**src/rtl/chroma_pkg.sv**
```systemverilog
package chroma_pkg;

  typedef enum logic [1:0] {
    SEL_IDLE   = 2'd0,
    SEL_BURST  = 2'd1,
    SEL_ACTIVE = 2'd2
  } chroma_sel_e;

  localparam real TWO_PI = 6.283185307179586;

  // Quarter-wave entry k of a table with qdepth entries per quadrant,
  // sampled half a step off zero so that the quadrants mirror exactly.
  function automatic int qwave_entry(input int k, input int qdepth, input int amp);
    real x;
    x = real'(amp) * $sin(TWO_PI * (real'(k) + 0.5) / real'(4 * qdepth));
    return $rtoi(x + 0.5);
  endfunction

endpackage

```
**src/rtl/sc_phase_accum.sv**
```systemverilog
module sc_phase_accum #(
  parameter int ACC_W = 32,
  parameter int PH_W  = 10
) (
  input  logic             clk,
  input  logic             rst,
  input  logic             clr,
  input  logic [ACC_W-1:0] inc,
  output logic [ACC_W-1:0] acc_q,
  output logic [PH_W-1:0]  phase
);

  always_ff @(posedge clk) begin
    if (rst || clr) acc_q <= '0;
    else            acc_q <= acc_q + inc;
  end

  assign phase = acc_q[ACC_W-1 -: PH_W];

endmodule

```
**src/rtl/sc_sine_rom.sv**
```systemverilog
module sc_sine_rom
  import chroma_pkg::*;
#(
  parameter int PH_W  = 10,
  parameter int SIN_W = 10
) (
  input  logic                    clk,
  input  logic                    rst,
  input  logic [PH_W-1:0]         ph_a,
  input  logic [PH_W-1:0]         ph_b,
  output logic signed [SIN_W-1:0] sin_a,
  output logic signed [SIN_W-1:0] sin_b
);

  localparam int QBITS  = PH_W - 2;
  localparam int QDEPTH = 1 << QBITS;
  localparam int MAG_W  = SIN_W - 1;
  localparam int AMP    = (1 << (SIN_W - 1)) - 1;

  logic [MAG_W-1:0] qrom [QDEPTH];

  initial begin
    for (int i = 0; i < QDEPTH; i++) qrom[i] = MAG_W'(qwave_entry(i, QDEPTH, AMP));
  end

  logic [PH_W-1:0]         ph  [2];
  logic signed [SIN_W-1:0] val [2];

  assign ph[0] = ph_a;
  assign ph[1] = ph_b;

  generate
    for (genvar g = 0; g < 2; g++) begin : g_port
      logic [QBITS-1:0] idx;
      logic [MAG_W-1:0] mag_q;
      logic             neg_q;

      // odd quadrants run the quarter table backwards
      assign idx = ph[g][QBITS] ? ~ph[g][QBITS-1:0] : ph[g][QBITS-1:0];

      // registered read without reset so the table maps onto block RAM
      always_ff @(posedge clk) begin
        mag_q <= qrom[idx];
      end

      always_ff @(posedge clk) begin
        if (rst) neg_q <= 1'b0;
        else     neg_q <= ph[g][PH_W-1];
      end

      assign val[g] = neg_q ? -$signed({1'b0, mag_q}) : $signed({1'b0, mag_q});
    end
  endgenerate

  assign sin_a = val[0];
  assign sin_b = val[1];

endmodule

```
**src/rtl/sc_quad_mac.sv**
```systemverilog
module sc_quad_mac
  import chroma_pkg::*;
#(
  parameter int IN_W  = 8,
  parameter int SIN_W = 10,
  parameter int AMP_W = 8
) (
  input  logic                    clk,
  input  logic                    rst,
  input  chroma_sel_e             sel,
  input  logic signed [IN_W-1:0]  b_y,
  input  logic signed [IN_W-1:0]  r_y,
  input  logic [AMP_W-1:0]        amp,
  input  logic signed [SIN_W-1:0] sin_v,
  input  logic signed [SIN_W-1:0] cos_v,
  output logic signed [SIN_W-1:0] out_q
);

  localparam int PROD_W  = IN_W + SIN_W;
  localparam int SUM_W   = PROD_W + 1;
  localparam int BPROD_W = AMP_W + 1 + SIN_W;

  logic signed [PROD_W-1:0]  p_b;
  logic signed [PROD_W-1:0]  p_r;
  logic signed [SUM_W-1:0]   act_sum;
  logic signed [BPROD_W-1:0] burst_p;

  assign p_b     = b_y * sin_v;
  assign p_r     = r_y * cos_v;
  assign act_sum = p_b + p_r;
  assign burst_p = $signed({1'b0, amp}) * sin_v;

  // dropping the low bits of a two's-complement value floors it
  always_ff @(posedge clk) begin
    if (rst) begin
      out_q <= '0;
    end else begin
      unique case (sel)
        SEL_ACTIVE: out_q <= act_sum[IN_W+SIN_W-1:IN_W];
        SEL_BURST:  out_q <= burst_p[AMP_W+SIN_W-1:AMP_W];
        default:    out_q <= '0;
      endcase
    end
  end

endmodule

```
**src/rtl/chroma_sc_mod.sv**
```systemverilog
module chroma_sc_mod
  import chroma_pkg::*;
#(
  parameter int ACC_W = 32,
  parameter int PH_W  = 10,
  parameter int SIN_W = 10,
  parameter int IN_W  = 8,
  parameter int AMP_W = 8
) (
  input  logic                    clk,
  input  logic                    rst,
  input  logic                    line1_strobe,
  input  logic [ACC_W-1:0]        freq_inc,
  input  logic [PH_W-1:0]         burst_phase_ofs,
  input  logic [PH_W-1:0]         video_phase_ofs,
  input  logic [AMP_W-1:0]        burst_amp,
  input  logic                    burst_gate,
  input  logic                    video_gate,
  input  logic signed [IN_W-1:0]  b_y,
  input  logic signed [IN_W-1:0]  r_y,
  output logic signed [SIN_W-1:0] chroma_out
);

  localparam logic [PH_W-1:0] QUARTER = PH_W'(1) << (PH_W - 2);

  logic [ACC_W-1:0] acc_q;
  logic [PH_W-1:0]  phase;
  chroma_sel_e      sel_d, sel_q;
  logic [PH_W-1:0]  ph_sin, ph_cos;
  logic signed [IN_W-1:0]  by_q, ry_q;
  logic [AMP_W-1:0]        amp_q;
  logic signed [SIN_W-1:0] sin_v, cos_v;

  sc_phase_accum #(.ACC_W(ACC_W), .PH_W(PH_W)) u_accum (
    .clk(clk), .rst(rst), .clr(line1_strobe), .inc(freq_inc),
    .acc_q(acc_q), .phase(phase)
  );

  always_comb begin
    if (video_gate)      sel_d = SEL_ACTIVE;
    else if (burst_gate) sel_d = SEL_BURST;
    else                 sel_d = SEL_IDLE;
  end

  assign ph_sin = phase + ((sel_d == SEL_ACTIVE) ? video_phase_ofs : burst_phase_ofs);
  assign ph_cos = ph_sin + QUARTER;

  sc_sine_rom #(.PH_W(PH_W), .SIN_W(SIN_W)) u_rom (
    .clk(clk), .rst(rst), .ph_a(ph_sin), .ph_b(ph_cos),
    .sin_a(sin_v), .sin_b(cos_v)
  );

  // first stage: align the data with the table read
  always_ff @(posedge clk) begin
    if (rst) begin
      sel_q <= SEL_IDLE;
      by_q  <= '0;
      ry_q  <= '0;
      amp_q <= '0;
    end else begin
      sel_q <= sel_d;
      by_q  <= b_y;
      ry_q  <= r_y;
      amp_q <= burst_amp;
    end
  end

  sc_quad_mac #(.IN_W(IN_W), .SIN_W(SIN_W), .AMP_W(AMP_W)) u_mac (
    .clk(clk), .rst(rst), .sel(sel_q), .b_y(by_q), .r_y(ry_q), .amp(amp_q),
    .sin_v(sin_v), .cos_v(cos_v), .out_q(chroma_out)
  );

endmodule


```
**config.mk**
```make
export PLATFORM = sky130hd
export DESIGN_NAME = chroma_sc_mod
export DESIGN_NICKNAME = d
export VERILOG_FILES = /design/src/rtl/chroma_pkg.sv /design/src/rtl/sc_phase_accum.sv /design/src/rtl/sc_sine_rom.sv /design/src/rtl/sc_quad_mac.sv /design/src/rtl/chroma_sc_mod.sv
export SDC_FILE = /design/constraint.sdc
export NUM_CORES = 1
export LEC_CHECK = 0
export BUFFER_PORTS_ARGS = -buffer_cell sky130_fd_sc_hd__buf_2
export CAP_MARGIN = 20
export CORE_MARGIN = 2
export CORE_UTILIZATION = 31
export CTS_BUF_LIST = sky130_fd_sc_hd__clkbuf_2
export DETAILED_ROUTE_END_ITERATION = 7
export SLEW_MARGIN = 20
export SYNTH_ARGS = -nofsm -noshare
export SYNTH_HDL_FRONTEND = slang
export SYNTH_SLANG_ARGS = --single-unit
```
**constraint.sdc**
```tcl
create_clock -name clk -period 19.97 [get_ports clk]
set_input_delay 1.997 -clock clk [delete_from_list [all_inputs] [get_ports clk]]
set_output_delay 1.997 -clock clk [all_outputs]
set_load 0.05 [all_outputs]
```
==> flow_summary_export.csv, run 1 <==
group,metric,value,unit
grt,grt_max_degree,59,
drt,viasPerCell,5.75,
grt,grt_pass1_wl,105000,microns
min_path,worstHoldStart,"u_accum.acc_q[0]$_SDFF_PP0_",
floorplan,die_area,62600,sq um
clock_tree,cts_tree,"done",
critical_path,endpoint_kind,"register",
clock_tree,cts_resized,0,
placed_design,numPortBuffers,90,
sta,fin_ws,12.53,ns
clock_tree,cts_hold_buf,0,
yosys,synth_edf_count,0,
drt,vias,17900,
grt,antenna_found_initial,8,
critical_path,cpPeakStageDelay,0.76,ns
flow_run,drv_cap,0,
critical_path,r2r_cells,28,
placed_design,dp_slack,12.31,ns
sta,grt_setup_unrepaired,"false",
yosys,synth.avg_cell_area,8.07,sq um
critical_path,worstSetupPathType,"register to register",
placed_design,place_hpwl,50200,microns
clock_tree,htree_levels,3,
floorplan,die_w,250,microns
yosys,ys.warnings.count,0,
placed_design,finalWeightedCongestion,1.05,
floorplan,design.core.area,60100,sq um
sta,clock.fmax,0.134,GHz
sta,fin_worst_skew,0.0684,ns
critical_path,worst-r2r-setup-slack,12.53,ns
floorplan,num_io_pins,91,
drt,drtAntennaViolNets,0,
sta,slew_headroom,14.1,%
clock_tree,clock_sinks,88,
critical_path,required,20.60,ns
drt,wl_per_cell,21.4,microns
finish,final_core_util,33.5,%
yosys,mappedNetlistNets,2789,
clock_tree,root_buffer,"clkbuf_2",
drt,firstDrtPassIters,6,
grt,grt_pass1_vias,18200,
outcome,status,"complete, no violations",
grt,groute.usage.overall,21.3,%
critical_path,cp.arrival,8.07,ns
drt,post-route-drc-count,0,
critical_path,cpMostUsedCell,"fa_1",
critical_path,cp-start-kind,"register",
clock_tree,cts.clk_slew.worst_paths,0.29,ns
clock_tree,cts_setup_buffers,0,
min_path,whs_path_depth,2,
min_path,hold_class,"register to register",
yosys,synth-seq-cells,88,
sta,final.min_clock_period,7.44,ns
critical_path,cp_slowest_cell,"dfxtp_1",
yosys,syn-cell-area,18800,sq um
floorplan,die_h,250,microns
finish,syn_to_final_growth,7.20,%
floorplan,fp-row-count,90,
sta,setup_viol,0,
yosys,async_reset_ff_share,0,%
critical_path,rr_startpoint,"u_rom.g_port[0].mag_q[0]$_DFF_P_",
clock_tree,clock_tree.buffer_depth,2,
sta,setup_tns,0,ns
min_path,hold_end,"u_accum.acc_q[0]$_SDFF_PP0_",
yosys,synth_cell_types,98,
sta,fin_crit_sh,37.3,%
yosys,seq_area_frac_synth,9.37,%
sta,final_hold_viol_count,0,
floorplan,start_util,31.3,%
sta,worst_slew_pin_slew,1.28,ns
sta,slew_viol_final,0,
drt,drt_iter0_markers,2277,
finish,nNetsFinal,2787,
drt,wirelength,66900,microns
finish,fillers,6325,
grt,overflow,0,
yosys,synthCells,2329,
critical_path,path_max_fanout,16,
yosys,ys.flop_type,"dfxtp_1",
finish,drive_gt1_share,9.14,%
clock_tree,clock_latency,0.77,ns
clock_tree,cts-buffers-inserted,9,
critical_path,r2r-end,"u_mac.out_q[9]$_SDFF_PP0_",
==> state kept, by name, indices dropped and copies added (netlist names) <==
name                flops
ry_q                    8
amp_q                   8
u_rom.g_port.mag_q     18
u_mac.out_q            10
u_accum.acc_q          32
u_rom.g_port.neg_q      2
by_q                    8
sel_q                   2
==> layout by cell type, fill, tap and decap left out, types with 50 or more instances in the layout <==
master / n
o21ai_0: 98
inv_1: 318
ha_1: 152
nand2_1: 185
a21oi_1: 129
buf_2: 90
xnor2_1: 70
nor2_1: 141
and2_1: 117
nor2b_1: 61
dfxtp_1: 88
fa_1: 226
nor3_1: 50
==> cell usage after synthesis (all sizes together) (11+ instances only) <==
cell type  instances  area, sq um
xor2              28          260
and2             117          732
a2111oi           14          130
a21o              19          143
o221ai            18          158
nand2b            20          125
a221oi            22          216
buf               54          280
inv              320         1200
xnor2             75          672
dfxtp             88         1760
fa               227         4540
mux2              12          135
clkbuf            87          327
o2111ai           15          131
o21a              11         82.6
nand2            190          723
o31ai             25          235
nor2             144          548
nor4              11          105
nor2b             61          382
nand3             28          150
a21oi            131          663
o211ai            34          255
nand4             21          131
o21ai            110          551
a22oi             11         87.6
a31oi             29          188
o22ai             32          206
nor3              51          267
ha               152         1900
a211oi            34          260
==> metrics by stage <==
| step | instances | hold WS, ns | instance area [sq um] |
|---|---|---|---|
| 2_1_floorplan | 2329 | 0.516 | 18800 |
| 3_3_place_gp | 3098 | 0.528 | 20000 |
| 3_5_place_dp | 3098 | 0.539 | 20000 |
| 4_1_cts | 3113 | 0.591 | 20100 |
| 5_1_grt | 3118 | 0.640 | 20200 |
| 6_report | 3119 | 0.585 | 20200 |
==> how the worst max path moves through the flow <==
stage | startpoint | to | depth (start not counted)
3_5_place_dp | video_gate | u_rom.g_port[0].mag_q[0]$_DFF_P_ | 19
6_report | u_rom.g_port[0].mag_q[0]$_DFF_P_ | u_mac.out_q[9]$_SDFF_PP0_ | 28
2_1_floorplan | u_rom.g_port[0].mag_q[0]$_DFF_P_ | u_mac.out_q[9]$_SDFF_PP0_ | 26
3_3_place_gp | video_gate | u_rom.g_port[1].mag_q[0]$_DFF_P_ | 20
5_1_grt | u_rom.g_port[0].mag_q[0]$_DFF_P_ | u_mac.out_q[9]$_SDFF_PP0_ | 28
4_1_cts | u_rom.g_port[0].mag_q[0]$_DFF_P_ | u_mac.out_q[9]$_SDFF_PP0_ | 28
==> layer usage <==
| layer | GRT usage (%) | up-vias | part of all wire, % |
|---|---|---|---|
| met5 | 0 | - | 0 |
| met4 | 10.2 | 0 | 5.4 |
| met3 | 5.47 | 278 | 9.8 |
| met2 | 33.8 | 1012 | 45 |
| met1 | 27.0 | 8673 | 39 |
| li1 | - | 7961 | - |
==> critical path, delay by kind of cell, from the launching register on <==
| kind | cells | cell delay (ns) |
|---|---|---|
| compound gates | 9 | 1.84 |
| xor+xnor | 2 | 0.29 |
| fa+ha+maj | 8 | 3.56 |
| buf+inv | 6 | 0.58 |
| flops | 1 | 0.76 |
| simple gates | 3 | 0.32 |
==> final cells by class <==
class	count	area, sq um	share of cell area, %
Clock inverter	6	85.1	0.422
Timing Repair Buffer	128	736	3.65
Sequential cell	88	1760	8.74
Tap cell	782	978	4.85
Clock buffer	9	45.0	0.223
Antenna cell	6	15.0	0.0745
Multi-Input combinational cell	1779	15300	76.1
Inverter	321	1200	5.98
==> cells by family after synthesis <==
kind of cell,Yosys count,synth area share [%]
adder cells (fa/ha/maj),379,34.3
AO/OA/AOI/OAI,597,22.0
AND/OR/NAND/NOR,676,18.1
multiplexers,23,1.50
buffers and inverters,462,9.64
flip-flops,88,9.37
XOR/XNOR,104,5.08
Power of run 1 is not shown: default switching activity piles up to over one toggle a cycle in this logic, so the estimate is an artifact.
==> run 2, diff against run 1 <==
--- a/config.mk
+++ b/config.mk
@@ -5,6 +5,7 @@
 export SDC_FILE = /design/constraint.sdc
 export NUM_CORES = 1
 export LEC_CHECK = 0
+export ABC_AREA = 1
 export BUFFER_PORTS_ARGS = -buffer_cell sky130_fd_sc_hd__buf_2
 export CAP_MARGIN = 20
 export CORE_MARGIN = 2
==> constraint.sdc (replaced) <==
create_clock -name clk -period 6.3 [get_ports clk]
set_input_delay 0.63 -clock clk [delete_from_list [all_inputs] [get_ports clk]]
set_output_delay 0.63 -clock clk [all_outputs]
set_load 0.05 [all_outputs]
==> flow_summary_export.csv, run 2 <==
group,metric,value,unit
finish,final_common_cell,"nand2_1",
drt,vias,17400,
floorplan,fp-row-count,88,
clock_tree,cts.clk_slew.worst_paths,0.35,ns
sta,final.min_clock_period,6.11,ns
floorplan,die_h,246,microns
clock_tree,clock_tree.buffer_depth,2,
outcome,status,"finished, violations left",
clock_tree,clock_sinks,88,
finish,most-common-layout-cells,"nand2_1, inv_1, nor2_1",
grt,grt_pass1_vias,17100,
min_path,hold_end,"by_q[2]$_SDFF_PP0_",
yosys,syn-cell-area,18100,sq um
yosys,async_reset_ff_share,0,%
yosys,ys.flop_type,"dfxtp_1",
critical_path,required,7.00,ns
yosys,synth_cell_types,54,
drt,viasPerCell,4.88,
floorplan,design.core.area,57700,sq um
yosys,seq_area_frac_synth,9.74,%
sta,setup_tns,0,ns
min_path,worstHoldStart,"b_y[2]",
grt,antenna_found_initial,2,
sta,setup_viol,0,
yosys,synth.area.mux_share,0,%
sta,slew_viol_final,0,
placed_design,finalWeightedCongestion,0.941,
outcome,violations,"DRC",
floorplan,start_util,31.4,%
yosys,synth_xor_area_share,1.58,%
drt,drtAntennaViolNets,0,
critical_path,path_max_fanout,7,
sta,fin_worst_skew,0.0899,ns
yosys,synthCells,2688,
min_path,hold_class,"input pin to register",
grt,grt_pass1_wl,90400,microns
critical_path,endpoint_kind,"register",
finish,nNetsFinal,3246,
sta,hold_slack,0.0763,ns
clock_tree,cts_tree,"done",
yosys,synth_edf_count,0,
clock_tree,root_buffer,"clkbuf_2",
yosys,synth_top_family_by_area,"adder cells",
finish,fillers,6405,
placed_design,numPortBuffers,90,
clock_tree,htree_levels,3,
sta,worst_slew_pin_slew,0.725,ns
drt,wirelength,56900,microns
sta,fin_crit_sh,96.9,%
yosys,synth-seq-cells,88,
finish,drive_gt1_share,10.1,%
sta,clock.fmax,0.164,GHz
drt,firstDrtPassIters,8,
critical_path,cp.arrival,6.81,ns
finish,largestRegisters,"u_accum.acc_q: 32 flops, u_rom.g_port.mag_q: 18 flops, u_mac.out_q: 10 flops",
yosys,yosysMostFrequentCell,"nand2_1",
yosys,synth_fa_ha_area_share,35.6,%
finish,largest-register,"u_accum.acc_q",
yosys,synth.area.top_cells,"fa_1, nand2_1, ha_1",
finish,final_core_util,34.6,%
drt,post-route-drc-count,1,
placed_design,dpl_cell_area,19400,sq um
placed_design,place_hpwl,45500,microns
drt,wl_per_cell,16.0,microns
yosys,synth_top_area_cell,"fa_1",
grt,overflow,0,
critical_path,rr_startpoint,"u_rom.g_port[0].mag_q[0]$_DFF_P_",
finish,largest_reg_flops,32,
floorplan,die_area,60300,sq um
yosys,synth-compound-area-share,10.4,%
critical_path,worst-r2r-setup-slack,0.19,ns
floorplan,die_w,246,microns
yosys,yosys.area_share.simple,29.7,%
critical_path,worstSetupPathType,"register to register",
sta,final_hold_viol_count,0,
grt,grt_max_degree,55,
grt,groute.usage.overall,18.9,%
floorplan,num_io_pins,91,
yosys,mappedNetlistNets,3148,
critical_path,r2r_cells,26,
critical_path,cp-start-kind,"register",
yosys,synth.avg_cell_area,6.73,sq um
clock_tree,clock_latency,0.81,ns
critical_path,r2r-end,"u_mac.out_q[5]$_SDFF_PP0_",
clock_tree,cts-buffers-inserted,9,
sta,grt_setup_unrepaired,"true",
yosys,ys_top_cells_by_count,"nand2_1, inv_1, nor2_1",
finish,syn_to_final_growth,10.2,%
yosys,ys.warnings.count,0,
min_path,whs_path_depth,3,
finish,postLayoutCellArea,19900,sq um
flow_run,drv_cap,0,
drt,drt_iter0_markers,1460,
sta,slew_headroom,51.7,%
yosys,synth_top_area_share,25.1,%
## run 2: changes by cell type in the layout (fill, tap and decap cells not counted), sizes merged, moves of 21 or more
cell and delta:
inv +195, o22ai -29, nand3 +143, nor2b -61
nor3 -40, o211ai -30, xnor2 -56, and2 -115
nor2 +170, nand2 +526, a211oi -32, a31oi -21
## run 2: cells by family after synthesis
kind of cell	after synthesis
AOI/OAI and AO/OA	337
DFF	88
adders and majority gates	379
xor gates and xnor gates	31
buffers and inverters	582
and+or+nand+nor	1271
## run 2: through the flow
step	std cells	setup WS (ns)
after floorplan	2688	0.154
after global placement	3519	0.162
after detailed placement	3519	0.0434
after CTS	3548	0.0515
after global routing	3557	-0.106
final	3557	0.192
## run 2: layout make-up
type                       instances  area (sq um)  area share, %
clock inverter                     6          75.1          0.376
inverter                         520          1960           9.82
multi-input combinational       2018         14200           71.2
antenna                            1          2.50         0.0125
sequential                        88          1770           8.86
clock buffer                      10          50.0          0.251
timing repair buffer             149           930           4.66
tap                              765           957           4.80
## run 2: per-layer routing
metal / share of wire, % / GRT usage [%] / vias to the layer above
met3: 5.9 / 2.49 / 105
met1: 45 / 25.2 / 8159
met4: 2.9 / 6.61 / 2
li1: - / - / 8507
met5: 0.023 / 0 / -
met2: 47 / 31.4 / 601
## run 2: worst max path at each step
stage,startpoint,endpoint,slack [ns],cells after the start
global route,u_rom.g_port[0].mag_q[3]$_DFF_P_,u_mac.out_q[8]$_SDFF_PP0_,-0.11,29
finish,u_rom.g_port[0].mag_q[0]$_DFF_P_,u_mac.out_q[5]$_SDFF_PP0_,0.19,26
CTS,u_rom.g_port[0].mag_q[3]$_DFF_P_,u_mac.out_q[8]$_SDFF_PP0_,0.05,29
global placement,u_rom.g_port[0].mag_q[0]$_DFF_P_,u_mac.out_q[4]$_SDFF_PP0_,0.16,28
floorplan,u_rom.g_port[1].mag_q[0]$_DFF_P_,u_mac.out_q[7]$_SDFF_PP0_,0.15,25
detailed placement,u_rom.g_port[0].mag_q[0]$_DFF_P_,u_mac.out_q[4]$_SDFF_PP0_,0.04,28
## run 2: critical path: stages (launching register included)
cell      delay [ns]
dfxtp_2         0.43
inv_1           0.05
ha_1            0.19
inv_1           0.12
o21ai_1         0.11
or2_2           0.28
nand2_1         0.14
buf_6           0.17
nand2_1         0.09
fa_1            0.53
fa_1            0.46
fa_1            0.54
inv_1           0.06
fa_1            0.46
fa_1            0.52
inv_1           0.05
fa_1            0.36
inv_1           0.07
ha_2            0.30
a21oi_2         0.16
buf_4           0.13
o21ai_1         0.07
a21oi_1         0.15
nand2_1         0.08
a21boi_0        0.17
o21ai_0         0.16
a21oi_1         0.14
## run 2: timing repair
item	in CTS	in global routing
cloned	0	0
buffers inserted	0	8
resized for setup	2	66
hold buffers	13	0
hold endpoints to repair	13	0
setup endpoints to repair	3	10
pin swaps	0	20
Power of run 2 is left out for the same reason.
